**src/rtl/lovr_pkg.sv**
```systemverilog
package lovr_pkg;
  localparam int REG_AW = 16;
  localparam int REG_DW = 16;

  localparam logic [15:0] OFS_TX_STS = 16'h2001;
  localparam logic [15:0] OFS_RX_STS = 16'h2002;
  localparam logic [15:0] OFS_TX_OVR = 16'h2004;
  localparam logic [15:0] OFS_RX_OVR = 16'h2005;
  localparam int          LANE_SHIFT = 8;

  localparam int          B_HALF     = 0;
  localparam int          B_RX_FORCE = 14;
  localparam int          B_TX_FORCE = 15;
  localparam int          B_DPLL_RST = 11;
  localparam logic [2:0]  DPLL_SEL   = 3'd3;

  typedef enum logic [3:0] {
    SQ_IDLE, SQ_POLL, SQ_RXRD, SQ_RXWR, SQ_SETTLE,
    SQ_TXRD, SQ_TXWR, SQ_DISRD, SQ_DISWR, SQ_FIN
  } seq_st_e;

  typedef enum logic [2:0] {
    TP_IDLE, TP_SINGLE, TP_DIS, TP_LINK, TP_OVR, TP_EVAL
  } top_st_e;

  function automatic logic [15:0] lane_addr(input logic [15:0] ofs, input logic [7:0] lane);
    return ofs + (16'(lane) << LANE_SHIFT);
  endfunction

  // cumulative value of the k-th receive override write, from the status read
  function automatic logic [15:0] rx_step(input logic [15:0] base, input logic [2:0] k);
    logic [15:0] v;
    v = base;
    v[B_RX_FORCE] = (k != 3'd0);
    if (k >= 3'd2) v[10:8] = DPLL_SEL;
    if (k == 3'd3) v[B_DPLL_RST] = 1'b1;
    if (k == 3'd4) v[B_DPLL_RST] = 1'b0;
    return v;
  endfunction

  function automatic logic [15:0] tx_step(input logic [15:0] base, input logic [2:0] k,
                                          input logic [2:0] att);
    logic [15:0] v;
    v = base;
    v[B_TX_FORCE] = (k != 3'd0);
    if (k >= 3'd2) v[12:10] = v[12:10] | att;
    return v;
  endfunction

  function automatic logic [15:0] release_value(input logic [15:0] base);
    logic [15:0] v;
    v = base;
    v[B_RX_FORCE] = 1'b0;
    return v;
  endfunction
endpackage

```
**src/rtl/lovr_bus_engine.sv**
```systemverilog
module lovr_bus_engine #(
  parameter int AW = lovr_pkg::REG_AW,
  parameter int DW = lovr_pkg::REG_DW
) (
  input  logic          clk,
  input  logic          rst_n,
  input  logic          cmd_go,
  input  logic          cmd_wr,
  input  logic [AW-1:0] cmd_addr,
  input  logic [DW-1:0] cmd_wdata,
  output logic          cmd_done,
  output logic [DW-1:0] cmd_rdata,
  output logic          req_valid,
  input  logic          req_ready,
  output logic          req_write,
  output logic [AW-1:0] req_addr,
  output logic [DW-1:0] req_wdata,
  input  logic          resp_valid,
  input  logic [DW-1:0] resp_rdata
);
  typedef enum logic [1:0] {BE_IDLE, BE_REQ, BE_RSP} be_st_e;
  be_st_e st;

  always_ff @(posedge clk or negedge rst_n) begin
    if (!rst_n) begin
      st        <= BE_IDLE;
      req_valid <= 1'b0;
      req_write <= 1'b0;
      req_addr  <= '0;
      req_wdata <= '0;
      cmd_done  <= 1'b0;
      cmd_rdata <= '0;
    end else begin
      cmd_done <= 1'b0;
      unique case (st)
        BE_IDLE: if (cmd_go) begin
          req_valid <= 1'b1;
          req_write <= cmd_wr;
          req_addr  <= cmd_addr;
          req_wdata <= cmd_wdata;
          st        <= BE_REQ;
        end
        BE_REQ: if (req_ready) begin
          req_valid <= 1'b0;
          if (req_write) begin
            cmd_done <= 1'b1;
            st       <= BE_IDLE;
          end else begin
            st <= BE_RSP;
          end
        end
        BE_RSP: if (resp_valid) begin
          cmd_rdata <= resp_rdata;
          cmd_done  <= 1'b1;
          st        <= BE_IDLE;
        end
        default: st <= BE_IDLE;
      endcase
    end
  end
endmodule

```
**src/rtl/lovr_settle_timer.sv**
```systemverilog
module lovr_settle_timer #(
  parameter int CYCLES = 750000
) (
  input  logic clk,
  input  logic rst_n,
  input  logic start,
  output logic fire
);
  localparam int CW = $clog2(CYCLES + 1);
  localparam logic [CW-1:0] LOAD = CW'((CYCLES < 1) ? 1 : CYCLES);

  logic [CW-1:0] cnt;
  logic          active;

  always_ff @(posedge clk or negedge rst_n) begin
    if (!rst_n) begin
      cnt    <= '0;
      active <= 1'b0;
      fire   <= 1'b0;
    end else begin
      fire <= 1'b0;
      if (start) begin
        cnt    <= LOAD;
        active <= 1'b1;
      end else if (active) begin
        if (cnt == CW'(1)) begin
          active <= 1'b0;
          fire   <= 1'b1;
        end
        cnt <= cnt - CW'(1);
      end
    end
  end
endmodule

```
**src/rtl/lovr_ovr_seq.sv**
```systemverilog
module lovr_ovr_seq #(
  parameter int LANE_W        = 2,
  parameter int POLL_LIMIT    = 1000,
  parameter int SETTLE_CYCLES = 750000,
  parameter int AW            = lovr_pkg::REG_AW,
  parameter int DW            = lovr_pkg::REG_DW
) (
  input  logic              clk,
  input  logic              rst_n,
  input  logic              go_ovr,
  input  logic              go_rel,
  input  logic [LANE_W-1:0] lane_in,
  input  logic [3:0]        atten_in,
  output logic              cmd_go,
  output logic              cmd_wr,
  output logic [AW-1:0]     cmd_addr,
  output logic [DW-1:0]     cmd_wdata,
  input  logic              cmd_done,
  input  logic [DW-1:0]     cmd_rdata,
  output logic              seq_done,
  output logic              poll_gaveup,
  output logic [LANE_W-1:0] lane_q
);
  import lovr_pkg::*;

  localparam int PW = $clog2(POLL_LIMIT + 1);
  localparam logic [PW-1:0] PMAX = PW'(POLL_LIMIT);

  seq_st_e        st;
  logic           issued;
  logic [2:0]     step;
  logic [DW-1:0]  base;
  logic [PW-1:0]  polls;
  logic [3:0]     atten_q;
  logic           settle_go;
  logic           settle_fire;
  logic [7:0]     lane8;
  logic           is_access;
  logic [PW-1:0]  polls_nx;

  assign lane8    = 8'(lane_q);
  assign polls_nx = polls + PW'(1);

  lovr_settle_timer #(.CYCLES(SETTLE_CYCLES)) u_settle (
    .clk(clk), .rst_n(rst_n), .start(settle_go), .fire(settle_fire)
  );

  always_comb begin
    is_access = 1'b1;
    cmd_wr    = 1'b0;
    cmd_addr  = '0;
    cmd_wdata = '0;
    unique case (st)
      SQ_POLL, SQ_RXRD, SQ_DISRD: cmd_addr = AW'(lane_addr(OFS_RX_STS, lane8));
      SQ_TXRD:                    cmd_addr = AW'(lane_addr(OFS_TX_STS, lane8));
      SQ_RXWR: begin
        cmd_wr    = 1'b1;
        cmd_addr  = AW'(lane_addr(OFS_RX_OVR, lane8));
        cmd_wdata = DW'(rx_step(16'(base), step));
      end
      SQ_TXWR: begin
        cmd_wr    = 1'b1;
        cmd_addr  = AW'(lane_addr(OFS_TX_OVR, lane8));
        cmd_wdata = DW'(tx_step(16'(base), step, atten_q[2:0]));
      end
      SQ_DISWR: begin
        cmd_wr    = 1'b1;
        cmd_addr  = AW'(lane_addr(OFS_RX_OVR, lane8));
        cmd_wdata = DW'(release_value(16'(base)));
      end
      default: is_access = 1'b0;
    endcase
  end

  always_ff @(posedge clk or negedge rst_n) begin
    if (!rst_n) begin
      st          <= SQ_IDLE;
      issued      <= 1'b0;
      step        <= '0;
      base        <= '0;
      polls       <= '0;
      atten_q     <= '0;
      lane_q      <= '0;
      cmd_go      <= 1'b0;
      seq_done    <= 1'b0;
      poll_gaveup <= 1'b0;
      settle_go   <= 1'b0;
    end else begin
      cmd_go    <= 1'b0;
      seq_done  <= 1'b0;
      settle_go <= 1'b0;
      if (is_access && !issued) begin
        cmd_go <= 1'b1;
        issued <= 1'b1;
      end else if (is_access && cmd_done) begin
        issued <= 1'b0;
        unique case (st)
          SQ_POLL: begin
            polls <= polls_nx;
            if (!cmd_rdata[B_HALF] || polls_nx >= PMAX) begin
              poll_gaveup <= cmd_rdata[B_HALF];
              st          <= SQ_RXRD;
            end
          end
          SQ_RXRD: begin
            base <= cmd_rdata;
            step <= 3'd0;
            st   <= SQ_RXWR;
          end
          SQ_RXWR: begin
            if (step == 3'd4) begin
              settle_go <= 1'b1;
              st        <= SQ_SETTLE;
            end else begin
              step <= step + 3'd1;
            end
          end
          SQ_TXRD: begin
            base <= cmd_rdata;
            step <= 3'd0;
            st   <= SQ_TXWR;
          end
          SQ_TXWR: begin
            if (step == 3'd2) st <= SQ_FIN;
            else              step <= step + 3'd1;
          end
          SQ_DISRD: begin
            base <= cmd_rdata;
            st   <= SQ_DISWR;
          end
          SQ_DISWR: st <= SQ_FIN;
          default:  st <= SQ_IDLE;
        endcase
      end else begin
        unique case (st)
          SQ_IDLE: begin
            if (go_ovr) begin
              lane_q      <= lane_in;
              atten_q     <= atten_in;
              polls       <= '0;
              poll_gaveup <= 1'b0;
              st          <= SQ_POLL;
            end else if (go_rel) begin
              lane_q      <= lane_in;
              poll_gaveup <= 1'b0;
              st          <= SQ_DISRD;
            end
          end
          SQ_SETTLE: if (settle_fire) st <= atten_q[3] ? SQ_FIN : SQ_TXRD;
          SQ_FIN: begin
            seq_done <= 1'b1;
            st       <= SQ_IDLE;
          end
          default: ;
        endcase
      end
    end
  end
endmodule

```
**src/rtl/lovr_sequencer.sv**
```systemverilog
module lovr_sequencer #(
  parameter int LANE_W        = 2,
  parameter int POLL_LIMIT    = 1000,
  parameter int SETTLE_CYCLES = 750000,
  parameter int RETRY_LIMIT   = 100,
  parameter int AW            = lovr_pkg::REG_AW,
  parameter int DW            = lovr_pkg::REG_DW
) (
  input  logic              clk,
  input  logic              rst_n,
  input  logic              phy_en,
  input  logic [LANE_W-1:0] lane_sel,
  input  logic [3:0]        tx_atten,
  input  logic              ovr_start,
  input  logic              dis_start,
  input  logic              hrst_start,
  output logic              link_rst_req,
  input  logic              link_rst_done,
  input  logic              link_online,
  input  logic [1:0]        link_det,
  output logic              req_valid,
  input  logic              req_ready,
  output logic              req_write,
  output logic [AW-1:0]     req_addr,
  output logic [DW-1:0]     req_wdata,
  input  logic              resp_valid,
  input  logic [DW-1:0]     resp_rdata,
  output logic              busy,
  output logic              done,
  output logic              timeout
);
  import lovr_pkg::*;

  localparam int ATT_W = $clog2(RETRY_LIMIT + 2);
  localparam logic [ATT_W-1:0] ATT_RETRY_MAX = ATT_W'(RETRY_LIMIT);

  top_st_e           st;
  logic              en_q;
  logic              online_q;
  logic [1:0]        det_q;
  logic [ATT_W-1:0]  attempt_cnt;
  logic              go_ovr, go_rel;
  logic              cmd_go, cmd_wr, cmd_done;
  logic [AW-1:0]     cmd_addr;
  logic [DW-1:0]     cmd_wdata, cmd_rdata;
  logic              seq_done, poll_gaveup;
  logic [LANE_W-1:0] lane_active;
  logic              link_gave_up;
  logic              retry_ok;

  assign retry_ok     = (attempt_cnt <= ATT_RETRY_MAX);
  assign link_gave_up = !online_q && (det_q != 2'b00) && !retry_ok;

  lovr_bus_engine #(.AW(AW), .DW(DW)) u_bus (
    .clk(clk), .rst_n(rst_n),
    .cmd_go(cmd_go), .cmd_wr(cmd_wr), .cmd_addr(cmd_addr), .cmd_wdata(cmd_wdata),
    .cmd_done(cmd_done), .cmd_rdata(cmd_rdata),
    .req_valid(req_valid), .req_ready(req_ready), .req_write(req_write),
    .req_addr(req_addr), .req_wdata(req_wdata),
    .resp_valid(resp_valid), .resp_rdata(resp_rdata)
  );

  lovr_ovr_seq #(
    .LANE_W(LANE_W), .POLL_LIMIT(POLL_LIMIT), .SETTLE_CYCLES(SETTLE_CYCLES), .AW(AW), .DW(DW)
  ) u_seq (
    .clk(clk), .rst_n(rst_n),
    .go_ovr(go_ovr), .go_rel(go_rel), .lane_in(lane_sel), .atten_in(tx_atten),
    .cmd_go(cmd_go), .cmd_wr(cmd_wr), .cmd_addr(cmd_addr), .cmd_wdata(cmd_wdata),
    .cmd_done(cmd_done), .cmd_rdata(cmd_rdata),
    .seq_done(seq_done), .poll_gaveup(poll_gaveup), .lane_q(lane_active)
  );

  always_ff @(posedge clk or negedge rst_n) begin
    if (!rst_n) begin
      st           <= TP_IDLE;
      en_q         <= 1'b0;
      online_q     <= 1'b0;
      det_q        <= '0;
      attempt_cnt  <= '0;
      go_ovr       <= 1'b0;
      go_rel       <= 1'b0;
      link_rst_req <= 1'b0;
      busy         <= 1'b0;
      done         <= 1'b0;
      timeout      <= 1'b0;
    end else begin
      go_ovr       <= 1'b0;
      go_rel       <= 1'b0;
      link_rst_req <= 1'b0;
      done         <= 1'b0;
      unique case (st)
        TP_IDLE: begin
          if (hrst_start) begin
            en_q        <= phy_en;
            timeout     <= 1'b0;
            busy        <= 1'b1;
            attempt_cnt <= ATT_W'(1);
            if (phy_en) begin
              go_rel <= 1'b1;
              st     <= TP_DIS;
            end else begin
              link_rst_req <= 1'b1;
              st           <= TP_LINK;
            end
          end else if (ovr_start || dis_start) begin
            timeout <= 1'b0;
            if (!phy_en) begin
              done <= 1'b1;
            end else begin
              go_ovr <= ovr_start;
              go_rel <= !ovr_start;
              busy   <= 1'b1;
              st     <= TP_SINGLE;
            end
          end
        end
        TP_SINGLE: if (seq_done) begin
          timeout <= poll_gaveup;
          done    <= 1'b1;
          busy    <= 1'b0;
          st      <= TP_IDLE;
        end
        TP_DIS: if (seq_done) begin
          link_rst_req <= 1'b1;
          st           <= TP_LINK;
        end
        TP_LINK: if (link_rst_done) begin
          online_q <= link_online;
          det_q    <= link_det;
          if (en_q) begin
            go_ovr <= 1'b1;
            st     <= TP_OVR;
          end else begin
            st <= TP_EVAL;
          end
        end
        TP_OVR: if (seq_done) begin
          if (poll_gaveup) timeout <= 1'b1;
          st <= TP_EVAL;
        end
        TP_EVAL: begin
          if (online_q || det_q == 2'b00 || !retry_ok) begin
            if (link_gave_up) timeout <= 1'b1;
            done <= 1'b1;
            busy <= 1'b0;
            st   <= TP_IDLE;
          end else begin
            attempt_cnt <= attempt_cnt + ATT_W'(1);
            if (en_q) begin
              go_rel <= 1'b1;
              st     <= TP_DIS;
            end else begin
              link_rst_req <= 1'b1;
              st           <= TP_LINK;
            end
          end
        end
        default: st <= TP_IDLE;
      endcase
    end
  end
endmodule

```
**config.mk**
```make
export PLATFORM = sky130hd
export DESIGN_NAME = lovr_sequencer
export DESIGN_NICKNAME = d
export VERILOG_FILES = /design/src/rtl/lovr_pkg.sv /design/src/rtl/lovr_bus_engine.sv /design/src/rtl/lovr_settle_timer.sv /design/src/rtl/lovr_ovr_seq.sv /design/src/rtl/lovr_sequencer.sv
export SDC_FILE = /design/constraint.sdc
export NUM_CORES = 1
export LEC_CHECK = 0
export BUFFER_PORTS_ARGS = -buffer_cell sky130_fd_sc_hd__clkbuf_2
export CORE_UTILIZATION = 45
export DETAILED_ROUTE_END_ITERATION = 8
export PLACE_DENSITY = 0.77
export SLEW_MARGIN = 5
export SYNTH_ARGS = -nofsm -noshare
export SYNTH_HDL_FRONTEND = slang
export SYNTH_SLANG_ARGS = --single-unit
export TNS_END_PERCENT = 10
```
**constraint.sdc**
```tcl
create_clock -name clk -period 2.1 [get_ports clk]
set_input_delay 0.315 -clock clk [delete_from_list [all_inputs] [get_ports clk]]
set_output_delay 0.315 -clock clk [all_outputs]
set_load 0.03 [all_outputs]
```
### After elaboration in Yosys (flattened, before gate mapping)

Index checks and enable logic that the tools add are counted.

* bits in writable memories: 0
* output and inout port bits: 38
* latch bits: 0
* bits in registers: 139
* memories: 0
* bits in read-only memories: 0
* input bits: 34

* muxes and demuxes: 114
* equal/unequal tests: 43
* order comparisons: 3
* $add $sub $neg: 8
* divide/modulo/power cells: 0
* bitwise logic cells: 3
* reductions and logical operators: 54
* shifts and indexed selects: 0
* multiply operators: 0

Operators by type and width (number)
* 1-bit two-way mux: 64
* 16-bit case mux with 4 select lines: 1
* 14-bit by 10-bit adder with 15-bit output (first input constant): 4
* 16-bit case mux with 3 select lines: 1
* 10-bit two-way mux: 4
* 20-bit two-way mux: 2
* 3-bit two-way mux: 11
* 4-bit two-way mux: 8
* 4-bit case mux with 7 select lines: 1
* 2-bit != test (second input constant): 11
* 20-bit by 1-bit equality test with 1-bit output (second input constant): 1
* 20-bit by 1-bit subtractor with 20-bit output (second input constant): 1
* 3-bit case mux with 6 select lines: 1
* 4-bit by 3-bit equality test with 1-bit output (second input constant): 4
* 2-bit nonzero test: 8
* 5-bit AND reduction: 3
* 2-bit two-way mux: 7
* 7-bit two-way mux: 2
* 7-bit case mux with 2 select lines: 1
* 7-bit AND reduction: 2
* 3-bit by 2-bit equality test with 1-bit output (second input constant): 4
* 3-bit != test (second input constant): 4
* 4-bit case mux with 3 select lines: 1
* 3-bit AND reduction: 4
* other kinds (37): 75

### Logic depth before layout (Yosys ltp)

* depth in word-level cells: 6
* mapped depth: 8

### Hierarchy

From an unflattened synthesis, not the netlist that was laid out.

* cells, all modules: 664
* area total of the unflattened synthesis: 7153.1 um^2

Modules (own cells, without submodules)
* lovr_ovr_seq: cells each 295, instances 1, area an instance 2778.9 um^2, seq. area each 1101.1 um^2
* lovr_bus_engine: cells each 127, instances 1, area an instance 2049.5 um^2, seq. area each 1326.3 um^2
* lovr_sequencer: cells each 130, instances 1, area an instance 1208.7 um^2, seq. area each 500.5 um^2
* lovr_settle_timer: cells each 112, instances 1, area an instance 1116.1 um^2, seq. area each 550.5 um^2

### Worst setup path after synthesis

OpenSTA, ideal clock, no wires.

* kind: flip-flop to flip-flop
* from: register u_seq.u_settle.cnt[10]
* to: register u_seq.u_settle.cnt[19]
* path buffers: 0
* clock period less this slack: 2.245 ns
* required time: 1.975 ns
* library setup time: 0.125 ns
* slack: -0.145 ns
* cell stages (with the launch flop): 7
* data arrival time: 2.121 ns
* path through: dfrtp_1 > or4_4 > or4_4 > or3_4 > nor3_1 > and4b_1 > a21oi_1

* longest elaborated chain between the ends: 3

Ends and longest elaborated chain
* start: declaration: RTL line lovr_settle_timer.sv:12 `logic [CW-1:0] cnt;`
* start signal: assignment: RTL line lovr_settle_timer.sv:30 `cnt <= cnt - CW'(1);`
* 20-bit by 1-bit subtractor with 20-bit output: RTL line lovr_settle_timer.sv:30
* 20-bit two-way mux: RTL line lovr_settle_timer.sv:25 `end else if (active) begin`
* 20-bit two-way mux: RTL line lovr_settle_timer.sv:22 `if (start) begin`

No other way between the ends. The select of a mux whose other input is x is not followed.
A chain may end at the register's enable or synchronous reset.

### Worst setup path in the final report

Ends and elaborated chain as after synthesis.

==> out/summary.md <==
* worst setup slack after placement: -0.113 ns
* filler cell count: 1215
* fraction of layout cells with a size suffix above 1: 27.3%
* run status: finished with violations
* count of flip-flops with a built-in enable after synthesis: 0
* ANT cells: 0
* Layout Cells excl Fill: 937
* cell chain of the critical path: or4_4 -> or4_4 -> or3_4 -> nor3_4 -> and4b_1 -> a21oi_1
* Final Wtd Congestion: 0.916
* switching fraction of total power: 37.5%
* required time of the critical path: 2.40 ns
* final hold vios: 2
* Distinct cells, synth: 65
* Detailed Route Iter0 Violations: 353
* total number of yosys warnings: 0
* final cell area excluding filler cells: 7760 um^2
* average wire per standard cell: 14.5 um
* arrival time reported for the critical path endpoint: 2.50 ns
* crit-path most repeated cell: sky130_fd_sc_hd__or4_4
* share of async-settable or async-resettable flops after synthesis: 100%
* via count normalized by instance count: 5.40
* setup skew after layout: 0.0127 ns
* critical path start-end classification: reg -> reg
* setup fix buffers added after clock tree synthesis: 0
* commonest non-fill, non-tap cell in the layout: sky130_fd_sc_hd__dfrtp_1
* time the worst path needs with I/O delays and setup: 2.20 ns
* drt first pass iters: 5
* kind of end point of the critical path: flip-flop
* DIE WIDTH: 121 um
* Leak Pwr: 3.60 nW
* total of hold buffers inserted after clock tree synthesis: 0
* # Max-Cap Violations: 0
* placed cells: 905
* final wirelength: 13600 um
* number of buffers between clock root and the deepest sink: 2
* area of all sequential standard cells: 3230 um^2
* TritonCTS clock tree: done
* placeable core region: 13900 um^2
* DR vias: 5059
* TritonCTS sink count: 129
* post-synthesis cell area: 6400 um^2
* vias in the first global route: 4931
* delay contributed by the slowest stage of the critical path: 0.53 ns
* die boundary height: 121 um
* Max transition margin: 55.4%
* Hold Path Class: in -> async
* final clock period utilization by the worst path: 105%
* highest ir drop seen on vdd: 0.000800 V
* Die Area: 14700 um^2
* share of total power in combinational logic: 35.5%
* clock network latency to the later pin of the worst-skew pair: 0.42 ns
* overall global routing resource usage: 20.3%
* slowest stage cell on the critical path: sky130_fd_sc_hd__or4_4
* worst path setup slack after routing: -0.0984 ns
* TritonCTS buffer count: 17
* H-Tree Level Count: 4
* sequential share of power: 37.7%
* Area Overhead vs Synth: 21.2%
* post-synthesis instance total: 644
* post-route ant nets: 0
* pin count of the biggest net entering global routing: 130
* maximum clock frequency: 0.455 GHz
* # nets final: 791
* commonest register cell after synthesis: sky130_fd_sc_hd__dfrtp_1
* detailed-placement wirelength estimate: 9170 um
* highest net fanout along the worst path: 4
* max-slew violation total from the final report: 0
* CTS clock-pin slew for the worst setup and hold paths: 0.06 ns
* Setup-failing EPs final: 6
* cell-internal power: 6.34 mW
* Remaining DRCs: 0
* Congestion Overflow GR: 0
* Mean Syn Cell Area: 9.95 um^2
* Multi-input gate area: 3000 um^2
* part of the Yosys area used for sequential elements: 50.4%
* antenna violations before repair: 0
* initial cell density of the core: 46.1%
* slew of the pin with the lowest slew margin: 0.669 ns
* instance area at placement: 7180 um^2
* failing checks: hold timing, setup timing
* power per cell area: 1310 nW/um^2
* Util after Layout: 55.9%
* IO Count: 72
* Buffers on Ports: 61
* unrepaired setup endpoints after global routing: true
* most frequent cells in the layout: 128 x sky130_fd_sc_hd__dfrtp_1, 73 x sky130_fd_sc_hd__nand2_1, 69 x sky130_fd_sc_hd__nor2_1
* proportion of power drawn by the clock network: 26.8%
* power spent charging and discharging nets: 3.80 mW
* root buffer cell: sky130_fd_sc_hd__clkbuf_16
* number of cell rows: 43
* flip-flop and latch count after synthesis: 129
* wire length of the first global-routing pass: 23500 um
* Startpoint Class: flip-flop
* final hold slack: -0.00862 ns
## layout make-up
type | instances | share of cell area, %
Clock buffer | 22 | 6.11
Clock inverter | 10 | 0.983
Inverter | 20 | 0.967
Multi-Input combinational cell | 467 | 38.7
Sequential cell | 129 | 41.6
Tap cell | 180 | 2.90
Timing Repair Buffer | 109 | 8.77
## layer usage
metal | up-vias | GRT usage, % | part of all wire (%)
li1 | 2452 | - | -
met2 | 124 | 32.4 | 47
met5 | - | 0 | 0
met3 | 23 | 4.75 | 4.2
met4 | 0 | 8.33 | 1.9
met1 | 2460 | 26.6 | 47
## cells by family (layout without fill, tap and decap cells)
group / count (synthesis) / count (layout) / synth area share, %
xor gates and xnor gates: 22 / 22 / 3.01
muxes: 51 / 51 / 8.89
buffers and inverters: 57 / 161 / 3.97
AOI/OAI and AO/OA: 123 / 123 / 12.4
other: 1 / 10 / 0.0585
and+or+nand+nor: 248 / 248 / 18.7
DFF: 129 / 129 / 50.4
adders and majority gates: 13 / 13 / 2.54
## power by group through the flow
stage	Sequential, mW	Combinational [mW]	Clock [mW]
after floorplan	4.03	2.21	0
after global placement	3.81	3.46	0
after detailed placement	3.85	3.55	0
after CTS	3.81	3.58	2.77
after global routing	3.94	4.00	2.88
final	3.83	3.60	2.71
## worst max-delay path: cells and delay by family (launching register included)
| family | cells | cell delay [ns] |
|---|---|---|
| AOI/OAI and AO/OA | 1 | 0.04 |
| DFF | 1 | 0.37 |
| and+or+nand+nor | 5 | 1.68 |
## through the flow
stage               setup TNS, ns  power (mW)
global route               -0.943        10.8
CTS                        -0.398        10.2
global placement           -0.243        7.28
detailed placement         -0.454        7.39
floorplan                  -0.463        6.24
finish                     -0.384        10.1
## path summary, 6_finish.rpt
path / cells after the start / from / end / slack, ns
min in group clk: 2 / resp_rdata[15] / u_bus.cmd_rdata[15] / 0.12
worst max register to register: 6 / u_seq.u_settle.cnt[10] / u_seq.u_settle.cnt[19] / -0.1
worst min-delay path: 2 / rst_n / u_bus.cmd_rdata[12] / -0.009
worst min register to register: 2 / u_bus.req_addr[9] / u_bus.req_addr[9] / 0.46
worst max-delay path: 6 / u_seq.u_settle.cnt[10] / u_seq.u_settle.cnt[19] / -0.1
max in group asynchronous: 2 / rst_n / u_seq.st[2] / 1.60
## Yosys cell counts (4+ instances only)
| cell type | instances | area (um^2) |
|---|---|---|
| sky130_fd_sc_hd__dfrtp_1 | 129 | 3230 |
| sky130_fd_sc_hd__o21ai_0 | 47 | 235 |
| sky130_fd_sc_hd__nor2b_1 | 8 | 50.1 |
| sky130_fd_sc_hd__a211oi_1 | 4 | 30.0 |
| sky130_fd_sc_hd__clkbuf_1 | 24 | 90.1 |
| sky130_fd_sc_hd__a31oi_1 | 4 | 25.0 |
| sky130_fd_sc_hd__xnor2_1 | 16 | 140 |
| sky130_fd_sc_hd__nand2_1 | 73 | 274 |
| sky130_fd_sc_hd__nor4_1 | 6 | 37.5 |
| sky130_fd_sc_hd__inv_1 | 20 | 75.1 |
| sky130_fd_sc_hd__buf_4 | 10 | 75.1 |
| sky130_fd_sc_hd__nand4_1 | 7 | 43.8 |
| sky130_fd_sc_hd__o31ai_1 | 7 | 52.6 |
| sky130_fd_sc_hd__a32oi_1 | 4 | 35.0 |
| sky130_fd_sc_hd__nor3_1 | 19 | 95.1 |
| sky130_fd_sc_hd__nand2b_1 | 15 | 93.8 |
| sky130_fd_sc_hd__and2_1 | 4 | 25.0 |
| sky130_fd_sc_hd__nor2_1 | 69 | 259 |
| sky130_fd_sc_hd__mux2i_1 | 4 | 40.0 |
| sky130_fd_sc_hd__a21oi_1 | 22 | 110 |
| sky130_fd_sc_hd__mux2_2 | 47 | 529 |
| sky130_fd_sc_hd__ha_1 | 13 | 163 |
| sky130_fd_sc_hd__xor2_1 | 6 | 52.6 |
| sky130_fd_sc_hd__nand3_1 | 21 | 105 |
## state kept, by name (all words and copies together) (netlist names), 2 cells and up
name	flops
u_bus.req_wdata	16
u_seq.atten_q	4
u_seq.base	16
u_bus.req_addr	6
u_bus.st	2
attempt_cnt	7
u_seq.u_settle.cnt	20
det_q	2
u_bus.cmd_rdata	16
u_seq.step	3
u_seq.st	4
u_seq.polls	10
u_seq.lane_q	2
st	3
## repair_timing
action,4_1_cts,5_1_grt
resized for setup,0,10
endpoints found under the hold margin,0,0
setup endpoints to repair,6,24
Note: power is estimated with default switching activity, not from simulation.
